<file path="src/rtl/i2cmon_pkg.sv">
package i2cmon_pkg;

    typedef enum logic [1:0] {
        BS_UNKNOWN = 2'd0,
        BS_IDLE    = 2'd1,
        BS_OWNER   = 2'd2,
        BS_BUSY    = 2'd3
    } bus_state_e;

    // synchronized line pair
    typedef struct packed {
        logic scl;
        logic sda;
    } line_pair_t;

    // conditions found on the lines in one sample step
    typedef struct packed {
        logic start;
        logic stop;
        logic scl_fall;
    } line_evt_t;

    function automatic line_evt_t decode_lines(line_pair_t prev, line_pair_t cur);
        line_evt_t e;
        e.start    = prev.scl & cur.scl & prev.sda & ~cur.sda;
        e.stop     = prev.scl & cur.scl & ~prev.sda & cur.sda;
        e.scl_fall = prev.scl & ~cur.scl;
        return e;
    endfunction

endpackage

</file>
<file path="src/rtl/i2cmon_sync.sv">
module i2cmon_sync #(
    parameter int          STAGES  = 2,
    parameter int          W       = 2,
    parameter logic [W-1:0] RST_VAL = '1
) (
    input  logic         clk,
    input  logic         rst,
    input  logic [W-1:0] d,
    output logic [W-1:0] q
);
    logic [STAGES-1:0][W-1:0] chain_q;

    generate
        if (STAGES == 1) begin : g_single
            always_ff @(posedge clk) begin
                if (rst) chain_q <= {STAGES{RST_VAL}};
                else     chain_q <= d;
            end
        end else begin : g_multi
            always_ff @(posedge clk) begin
                if (rst) chain_q <= {STAGES{RST_VAL}};
                else     chain_q <= {chain_q[STAGES-2:0], d};
            end
        end
    endgenerate

    assign q = chain_q[STAGES-1];
endmodule

</file>
<file path="src/rtl/i2cmon_cond_detect.sv">
module i2cmon_cond_detect
    import i2cmon_pkg::*;
(
    input  logic       clk,
    input  logic       rst,
    input  line_pair_t lines,
    output line_evt_t  evt
);
    line_pair_t prev_q;

    always_ff @(posedge clk) begin
        if (rst) prev_q <= '1;
        else     prev_q <= lines;
    end

    assign evt = decode_lines(prev_q, lines);
endmodule

</file>
<file path="src/rtl/i2cmon_frame_check.sv">
module i2cmon_frame_check
    import i2cmon_pkg::*;
#(
    parameter int BYTE_BITS = 8
) (
    input  logic      clk,
    input  logic      rst,
    input  logic      en,
    input  line_evt_t evt,
    output logic      viol,
    output logic      bus_err
);
    // falls counted: first fall closes the start, then one per data/ack bit
    localparam int                LEGAL_FALLS = BYTE_BITS + 2;
    localparam int                CNT_W       = $clog2(LEGAL_FALLS + 1);
    localparam logic [CNT_W-1:0]  CNT_LEGAL   = CNT_W'(LEGAL_FALLS);
    localparam logic [CNT_W-1:0]  CNT_WRAP    = CNT_W'(2);

    logic             frame_open_q;
    logic [CNT_W-1:0] fall_cnt_q;

    assign viol = en && frame_open_q && (evt.start || evt.stop) && (fall_cnt_q != CNT_LEGAL);

    always_ff @(posedge clk) begin
        if (rst || !en) begin
            frame_open_q <= 1'b0;
            fall_cnt_q   <= '0;
            bus_err      <= 1'b0;
        end else begin
            bus_err <= viol;
            if (evt.start) begin
                frame_open_q <= 1'b1;
                fall_cnt_q   <= '0;
            end else if (evt.stop) begin
                frame_open_q <= 1'b0;
                fall_cnt_q   <= '0;
            end else if (evt.scl_fall && frame_open_q) begin
                fall_cnt_q <= (fall_cnt_q == CNT_LEGAL) ? CNT_WRAP : fall_cnt_q + 1'b1;
            end
        end
    end

    AST_ERR_NEEDS_FRAME: assert property (@(posedge clk) disable iff (rst)
        bus_err |-> $past(frame_open_q));
    AST_NO_ERR_DISABLED: assert property (@(posedge clk) disable iff (rst)
        !en |=> !bus_err);
endmodule

</file>
<file path="src/rtl/i2cmon_state_fsm.sv">
module i2cmon_state_fsm
    import i2cmon_pkg::*;
(
    input  logic       clk,
    input  logic       rst,
    input  logic       en,
    input  line_evt_t  evt,
    input  logic       viol,
    input  logic       own_start,
    input  logic       arb_lost,
    input  logic       force_wr,
    input  logic [1:0] force_val,
    output bus_state_e state
);
    bus_state_e nxt;

    always_comb begin
        nxt = state;
        if (!en)
            nxt = BS_UNKNOWN;
        else if (evt.stop)
            nxt = BS_IDLE;
        else if (evt.start)
            nxt = (viol || !own_start) ? BS_BUSY : BS_OWNER;
        else if (arb_lost && state == BS_OWNER)
            nxt = BS_BUSY;
        else if (force_wr && force_val == BS_IDLE)
            nxt = BS_IDLE;
    end

    always_ff @(posedge clk) begin
        if (rst) state <= BS_UNKNOWN;
        else     state <= nxt;
    end

    AST_DISABLED_UNKNOWN: assert property (@(posedge clk) disable iff (rst)
        !en |=> state == BS_UNKNOWN);
    AST_STOP_TO_IDLE: assert property (@(posedge clk) disable iff (rst)
        (en && evt.stop) |=> state == BS_IDLE);
    AST_OWNER_ENTRY: assert property (@(posedge clk) disable iff (rst)
        $rose(state == BS_OWNER) |-> $past(evt.start && own_start && !viol));
    AST_ARB_TO_BUSY: assert property (@(posedge clk) disable iff (rst)
        (en && arb_lost && state == BS_OWNER && !evt.start && !evt.stop) |=> state == BS_BUSY);
    AST_VIOL_START_BUSY: assert property (@(posedge clk) disable iff (rst)
        (en && evt.start && viol) |=> state == BS_BUSY);
endmodule

</file>
<file path="src/rtl/i2c_bus_monitor.sv">
module i2c_bus_monitor
    import i2cmon_pkg::*;
#(
    parameter int SYNC_STAGES = 2,
    parameter int BYTE_BITS   = 8
) (
    input  logic       clk,
    input  logic       rst,
    input  logic       sda_in,
    input  logic       scl_in,
    input  logic       master_en,
    input  logic       own_start,
    input  logic       arb_lost,
    input  logic       force_wr,
    input  logic [1:0] force_val,
    output logic [1:0] bus_state,
    output logic       bus_err
);
    localparam int LINE_W = $bits(line_pair_t);

    line_pair_t raw_lines;
    line_pair_t sync_lines;
    line_evt_t  evt;
    logic       viol;
    bus_state_e state;

    assign raw_lines.scl = scl_in;
    assign raw_lines.sda = sda_in;

    i2cmon_sync #(
        .STAGES  (SYNC_STAGES),
        .W       (LINE_W),
        .RST_VAL ('1)
    ) u_sync (
        .clk (clk),
        .rst (rst),
        .d   (raw_lines),
        .q   (sync_lines)
    );

    i2cmon_cond_detect u_detect (
        .clk   (clk),
        .rst   (rst),
        .lines (sync_lines),
        .evt   (evt)
    );

    i2cmon_frame_check #(
        .BYTE_BITS (BYTE_BITS)
    ) u_frame (
        .clk     (clk),
        .rst     (rst),
        .en      (master_en),
        .evt     (evt),
        .viol    (viol),
        .bus_err (bus_err)
    );

    i2cmon_state_fsm u_fsm (
        .clk       (clk),
        .rst       (rst),
        .en        (master_en),
        .evt       (evt),
        .viol      (viol),
        .own_start (own_start),
        .arb_lost  (arb_lost),
        .force_wr  (force_wr),
        .force_val (force_val),
        .state     (state)
    );

    assign bus_state = state;

    AST_ERR_STATE_KNOWN: assert property (@(posedge clk) disable iff (rst)
        bus_err |-> (bus_state == BS_IDLE || bus_state == BS_BUSY));
endmodule

</file>
<file path="config.mk">
export PLATFORM = sky130hd
export DESIGN_NAME = i2c_bus_monitor
export DESIGN_NICKNAME = d
export VERILOG_FILES = /design/src/rtl/i2cmon_pkg.sv /design/src/rtl/i2cmon_sync.sv /design/src/rtl/i2cmon_cond_detect.sv /design/src/rtl/i2cmon_frame_check.sv /design/src/rtl/i2cmon_state_fsm.sv /design/src/rtl/i2c_bus_monitor.sv
export SDC_FILE = /design/constraint.sdc
export NUM_CORES = 1
export LEC_CHECK = 0
export ABC_AREA = 1
export BUFFER_PORTS_ARGS = -buffer_cell sky130_fd_sc_hd__buf_2
export CORE_MARGIN = 5
export CORE_UTILIZATION = 30
export DETAILED_ROUTE_END_ITERATION = 10
export PLACE_DENSITY_LB_ADDON = 0.25
export SLEW_MARGIN = 10
export SYNTH_ARGS = -nofsm -noshare
export SYNTH_HDL_FRONTEND = slang
export SYNTH_SLANG_ARGS = --single-unit
</file>
<file path="constraint.sdc">
create_clock -name clk -period 1 [get_ports clk]
set_input_delay 0.2 -clock clk [delete_from_list [all_inputs] [get_ports clk]]
set_output_delay 0.2 -clock clk [all_outputs]
set_load 0.01 [all_outputs]
</file>
==> flow_summary.yaml, run 1 <==
synthesis:
  synth_warnings: 0
  netlist_instances: 82
  synth.cell_area_um2: 633.1
  synth_cell_type_count: 19
  avgSynthCellArea_um2: 7.721
  yosys.area.top_type_share: 0.4427
  yosysSeqAreaShare: 0.4427
  synth_nets: 94
  yosysTopAreaCell: "dfxtp_1"
  netlist_top_cells_area: "dfxtp_1 44%, nand2_1 10%, inv_1 7.1%"
  ys_ff_latch: 14
floorplanning:
  ioPinCount: 13
  core_area_um2: 1982
  die_w_um: 55.94
  die_y_um: 55.94
  num_rows: 16
  start_util: 0.3194
  dieArea_um2: 3129
route:
  first_pass_iters: 3
  wl_per_cell_um: 8.389
  drc: 0
  totalWireLength_um: 1099
  initialDrtViolationCount: 8
  ant_nets: 0
  via_count: 533
  viasPerCell: 4.069
timing:
  fin_crit_ns: 1.020
  setup_ws_ns: -0.02035
  worst_pin_slew_ns: 0.1650
  period_share: 1.020
  fin_skew_ns: 0.006066
  slew_violations: 0
  fin_hold_ws_ns: 0.09953
  max_freq_mhz: 980.1
  finalHoldViolCount: 0
  rsz0062_at_grt: "true"
  setup_viol: 3
  relSlewSlack: 0.8899
critical_path:
  endpoint_kind: "register"
  critPathKind: "reg -> reg"
  r2r_start: "u_frame.fall_cnt_q[0]"
  arrival_ns: 1.21
  critPathLaunch: "u_frame.fall_cnt_q[0]"
  r2r_setup_slack_ns: -0.02
  start_kind: "register"
  r2r_end: "u_frame.fall_cnt_q[3]"
  cp.required_ns: 1.19
  crit_path_max_fanout: 3
  reg2reg_depth: 6
  cp-endpoint: "u_frame.fall_cnt_q[3]"
clocking:
  cts_inserted_buffers: 3
  cts_buffer_depth: 2
  cts-root-buf: "clkbuf_4"
  clk_pin_slew_worst_paths_ns: 0.08
  holdBufCountCts: 0
  clk_latency_ns: 0.28
  clock-sinks: 14
  cts_tree: "built"
  cts-htree-levels: 1
final_layout:
  layout.nets: 118
  antennaDiodeCount: 0
  drive_above_1_share: 0.5000
  syn_to_final_growth_pct: 34.58
  layout.cells.non_filler: 131
  layout_commonest_cell: "nand2_1"
  most-common-layout-cells: "16 x nand2_1, 12 x buf_2, 11 x inv_1"
power_and_ir_drop:
  p_leak_uw: 0.0003835
  ir_drop_v: 0.0007851
  powerDensity_nw_per_um2: 1159
global_routing:
  grt_pass1_vias: 483
  grt_pass1_wl_um: 2001
  antenna_found_initial: 0
  track_usage: 0.08361
  grt_max_degree: 8
  gr-total-overflow: 0
outcome:
  violations: "setup timing"
  status: "finished with violations"
placement:
  io_buffers: 12
  gp_congestion: 0.7237
  place_inst: 126
  dp_hpwl_um: 865.7
worst_hold_path:
  hold_path_class: "in -> reg"
run:
  maxCapViolCount: 0
[report_power, final]
group | switching (uW) | internal [uW] | total [uW]
clock | 177 | 140 | 317
sequential | 8.28 | 567 | 575
combinational | 48.5 | 46.5 | 94.9
[cells by family after synthesis]
| group | Yosys count | share of synthesized area |
|---|---|---|
| and+or+nand+nor | 47 | 0.3735 |
| buffers and inverters | 14 | 0.08300 |
| DFF | 14 | 0.4427 |
| AOI/OAI and AO/OA | 3 | 0.03361 |
| xor gates and xnor gates | 2 | 0.02767 |
| adders and majority gates | 2 | 0.03952 |
[metal layers]
metal	part of all wire	GRT usage	up-vias
li1	-	-	293
met1	0.48	0.09875	229
met2	0.43	0.1166	9
met3	0.073	0.04640	2
met4	0.014	0.05085	0
met5	0	0	-
[cell usage after synthesis, drive strengths merged]
library cell,n
nor2,13
nor3,2
or2,5
nand3,6
dfxtp,14
inv,14
nand2,21
a31oi,1
xor2,2
a21boi,1
ha,2
o21a,1
[worst min-delay path by stage]
| stage | start | to | slack (ns) | cells past startpoint |
|---|---|---|---|---|
| after CTS | sda_in | u_sync.chain_q[0] | 0.09 | 2 |
| after floorplan | rst | u_frame.bus_err | 0.27 | 1 |
| after global routing | sda_in | u_sync.chain_q[0] | 0.09 | 2 |
| final | scl_in | u_sync.chain_q[1] | 0.1 | 2 |
| after detailed placement | scl_in | u_sync.chain_q[1] | 0.39 | 2 |
| after global placement | scl_in | u_sync.chain_q[1] | 0.39 | 2 |
[final cells by class]
class	instances	area [um^2]
Tap cell	27	33.78
Inverter	14	52.55
Fill cell	205	1130
Timing Repair Buffer	19	112.6
Multi-Input combinational cell	54	337.8
Clock buffer	3	22.52
Sequential cell	14	292.8
[worst max-delay path, cell delays in order (launching register included)]
cell and delay, ns:
dfxtp_2 0.33, inv_2 0.06, ha_4 0.12, nand3_2 0.05, or2_1 0.22, nand2_2 0.09
nor2_1 0.05
[per-stage QoR]
step / TNS [ns] / power, uW / setup WS [ns] / util / cell area (um^2)
3_3_place_gp: -0.05395 / 679.5 / -0.02273 / 0.3958 / 784.5
5_1_grt: -0.3004 / 1053 / -0.07913 / 0.4299 / 852.1
3_5_place_dp: -0.09528 / 679.8 / -0.04082 / 0.3958 / 784.5
4_1_cts: -0.07726 / 999.0 / -0.03205 / 0.4110 / 814.5
6_report: -0.05050 / 987.3 / -0.02035 / 0.4299 / 852.1
2_1_floorplan: 0 / 640.9 / 0.0009870 / - / 653.1
[state kept, by name, indices dropped and copies added (netlist names)]
signal and cells:
u_frame.frame_open_q 1, u_frame.bus_err 1, u_fsm.state 2, u_frame.fall_cnt_q 4
u_detect.prev_q 2, u_sync.q 2, u_sync.chain_q 2
[repair_timing]
action | CTS | global route
setup buffers | 1 | 1
gates cloned | 0 | 0
pin swaps | 3 | 2
endpoints found under the setup margin | 3 | 9
resized for setup | 0 | 12
Note: power is estimated with default switching activity, not from simulation.
==> run 2, diff against run 1 <==
==> constraint.sdc (replaced) <==
create_clock -name clk -period 1.1 [get_ports clk]
set_input_delay 0.22 -clock clk [delete_from_list [all_inputs] [get_ports clk]]
set_output_delay 0.22 -clock clk [all_outputs]
set_load 0.01 [all_outputs]
==> run 2 against run 1 <==
Against the previous run:
- the run now ends clean
- worst setup slack better by 0.063 ns
- largest cell class unchanged
- flip-flop and latch count unchanged
- die area unchanged
- combinational power down 20%
- core utilization down 1.1 points
- worst hold slack better by 0.021 ns
- critical endpoint is now u_frame.fall_cnt_q[0]
- register-to-register slack better by 0.06 ns
- clock power up 14%
- critical path depth unchanged
- non-clock buffer count down 3
- global-route usage down 0.28 points
- routed wire length up 0.82%
==> flow_summary.yaml, run 2 (synthesis gave the netlist of run 1 again) <==
clocking:
  cts_inserted_buffers: 3
  holdBufCountCts: 0
  clk_latency_ns: 0.28
  clock-sinks: 14
  cts-htree-levels: 1
  clk_pin_slew_worst_paths_ns: 0.08
  cts_tree: "built"
  cts-root-buf: "clkbuf_4"
  cts_buffer_depth: 2
final_layout:
  antennaDiodeCount: 0
  largest_reg_flops: 4
  layout_commonest_cell: "nand2_1"
  post-route-util: 0.4192
  syn_to_final_growth_pct: 31.23
  layout.nets: 115
  largest-register: "u_frame.fall_cnt_q"
  most-common-layout-cells: "17 x nand2_1, 12 x buf_2, 11 x inv_1"
  layout.cells.non_filler: 129
  drive_above_1_share: 0.4510
route:
  first_pass_iters: 1
  totalWireLength_um: 1108
  via_count: 521
  ant_nets: 0
  viasPerCell: 4.039
  wl_per_cell_um: 8.589
  initialDrtViolationCount: 0
  drc: 0
floorplanning:
  ioPinCount: 13
  core_area_um2: 1982
  start_util: 0.3194
  num_rows: 16
  die_y_um: 55.94
  die_w_um: 55.94
  dieArea_um2: 3129
critical_path:
  endpoint_kind: "register"
  arrival_ns: 1.23
  critPathKind: "reg -> reg"
  critPathLaunch: "u_frame.fall_cnt_q[0]"
  crit_path_max_fanout: 3
  start_kind: "register"
  cp.required_ns: 1.28
  r2r_start: "u_frame.fall_cnt_q[0]"
global_routing:
  track_usage: 0.08082
  grt.busiest_layer: "met2"
  gr-total-overflow: 0
  grt_pass1_wl_um: 1973
  use_met1: 0.09066
  use_met3: 0.05104
  antenna_found_initial: 0
  grtUsageMet2: 0.1233
  grt_max_degree: 9
  grt_pass1_vias: 491
timing:
  setup_viol: 0
  slew_violations: 0
  period_share: 0.9614
  worst_pin_slew_ns: 0.1664
  relSlewSlack: 0.8889
  finalHoldViolCount: 0
  max_freq_mhz: 945.6
  setup_tns_ns: 0
  fin_crit_ns: 1.057
  fin_skew_ns: 0.004576
placement:
  dp_hpwl_um: 887.7
  gp_congestion: 0.8084
  place_inst: 124
  io_buffers: 12
power_and_ir_drop:
  power_frac_comb: 0.078
  p_sw_frac: 0.2176
  powerDensity_nw_per_um2: 1162
  ir_drop_v: 0.0007102
  p_seq_frac: 0.546
  power_switching_uw: 210.0
  pwr-share-clk: 0.376
  p_leak_uw: 0.0003762
  power.internal_uw: 755.0
outcome:
  status: "complete, no violations"
run:
  maxCapViolCount: 0
worst_hold_path:
  hp-start: "scl_in"
  hold_path_class: "in -> reg"
[run 2: cell types whose count changed in the layout (fill, tap and decap cells not counted)]
cell / previous run / this run
buf_4: 7 / 4
clkbuf_8: 0 / 1
dfxtp_1: 8 / 10
dfxtp_4: 2 / 0
ha_1: 0 / 1
ha_2: 1 / 0
nand2_1: 16 / 17
nand2_2: 4 / 3
[run 2: per-stage QoR]
stage                     hold slack [ns]  cell area [um^2]  power, uW  worst slack [ns]
after floorplan                    0.2887             633.1      582.3           0.06364
after global placement             0.3922             749.5      610.6           0.05953
after detailed placement           0.3985             749.5      611.3           0.02224
after CTS                          0.1096             785.8      977.6          0.009691
after global routing               0.1050             830.8       1023          -0.01894
final                              0.1203             830.8      965.0           0.04250
[run 2: area by class of cell]
class | count | area, um^2
multi-input cells | 54 | 332.8
fillers | 200 | 1151
flip-flops and latches | 14 | 285.3
clock buffers | 4 | 36.28
well taps | 27 | 33.78
inverters | 14 | 52.55
repair buffers | 16 | 90.09
[run 2: what timing repair did]
item                       in CTS  in global routing
buffers inserted                0                  1
setup endpoints to repair       0                  4
resized for setup               0                 12
[run 2: layer usage]
metal | routed length, um | share of wire
met1 | 488 | 0.44
met2 | 540 | 0.49
met3 | 70 | 0.063
met4 | 8 | 0.0072
met5 | 0 | 0
[run 2: path summary, 6_finish.rpt]
path                           end  slack (ns)  cells after the start
max          u_frame.fall_cnt_q[0]        0.04                      6
min              u_sync.chain_q[1]        0.12                      2
max reg2reg  u_frame.fall_cnt_q[0]        0.04                      6
min reg2reg            u_sync.q[0]        0.41                      1
[run 2: worst max-delay path, stage by stage (launching register included)]
cell	delay, ns
dfxtp_2	0.33
inv_2	0.07
ha_4	0.13
nand3_2	0.05
or2_1	0.24
nand2_2	0.08
nor2_1	0.04
[run 2: power groups by stage]
| stage | Combinational [uW] | Clock [uW] | Sequential [uW] |
|---|---|---|---|
| after floorplan | 44.2 | 0 | 538 |
| after global placement | 73.2 | 0 | 537 |
| after detailed placement | 73.7 | 0 | 538 |
| after CTS | 73.8 | 378 | 526 |
| after global routing | 87.5 | 407 | 529 |
| final | 75.6 | 362 | 527 |
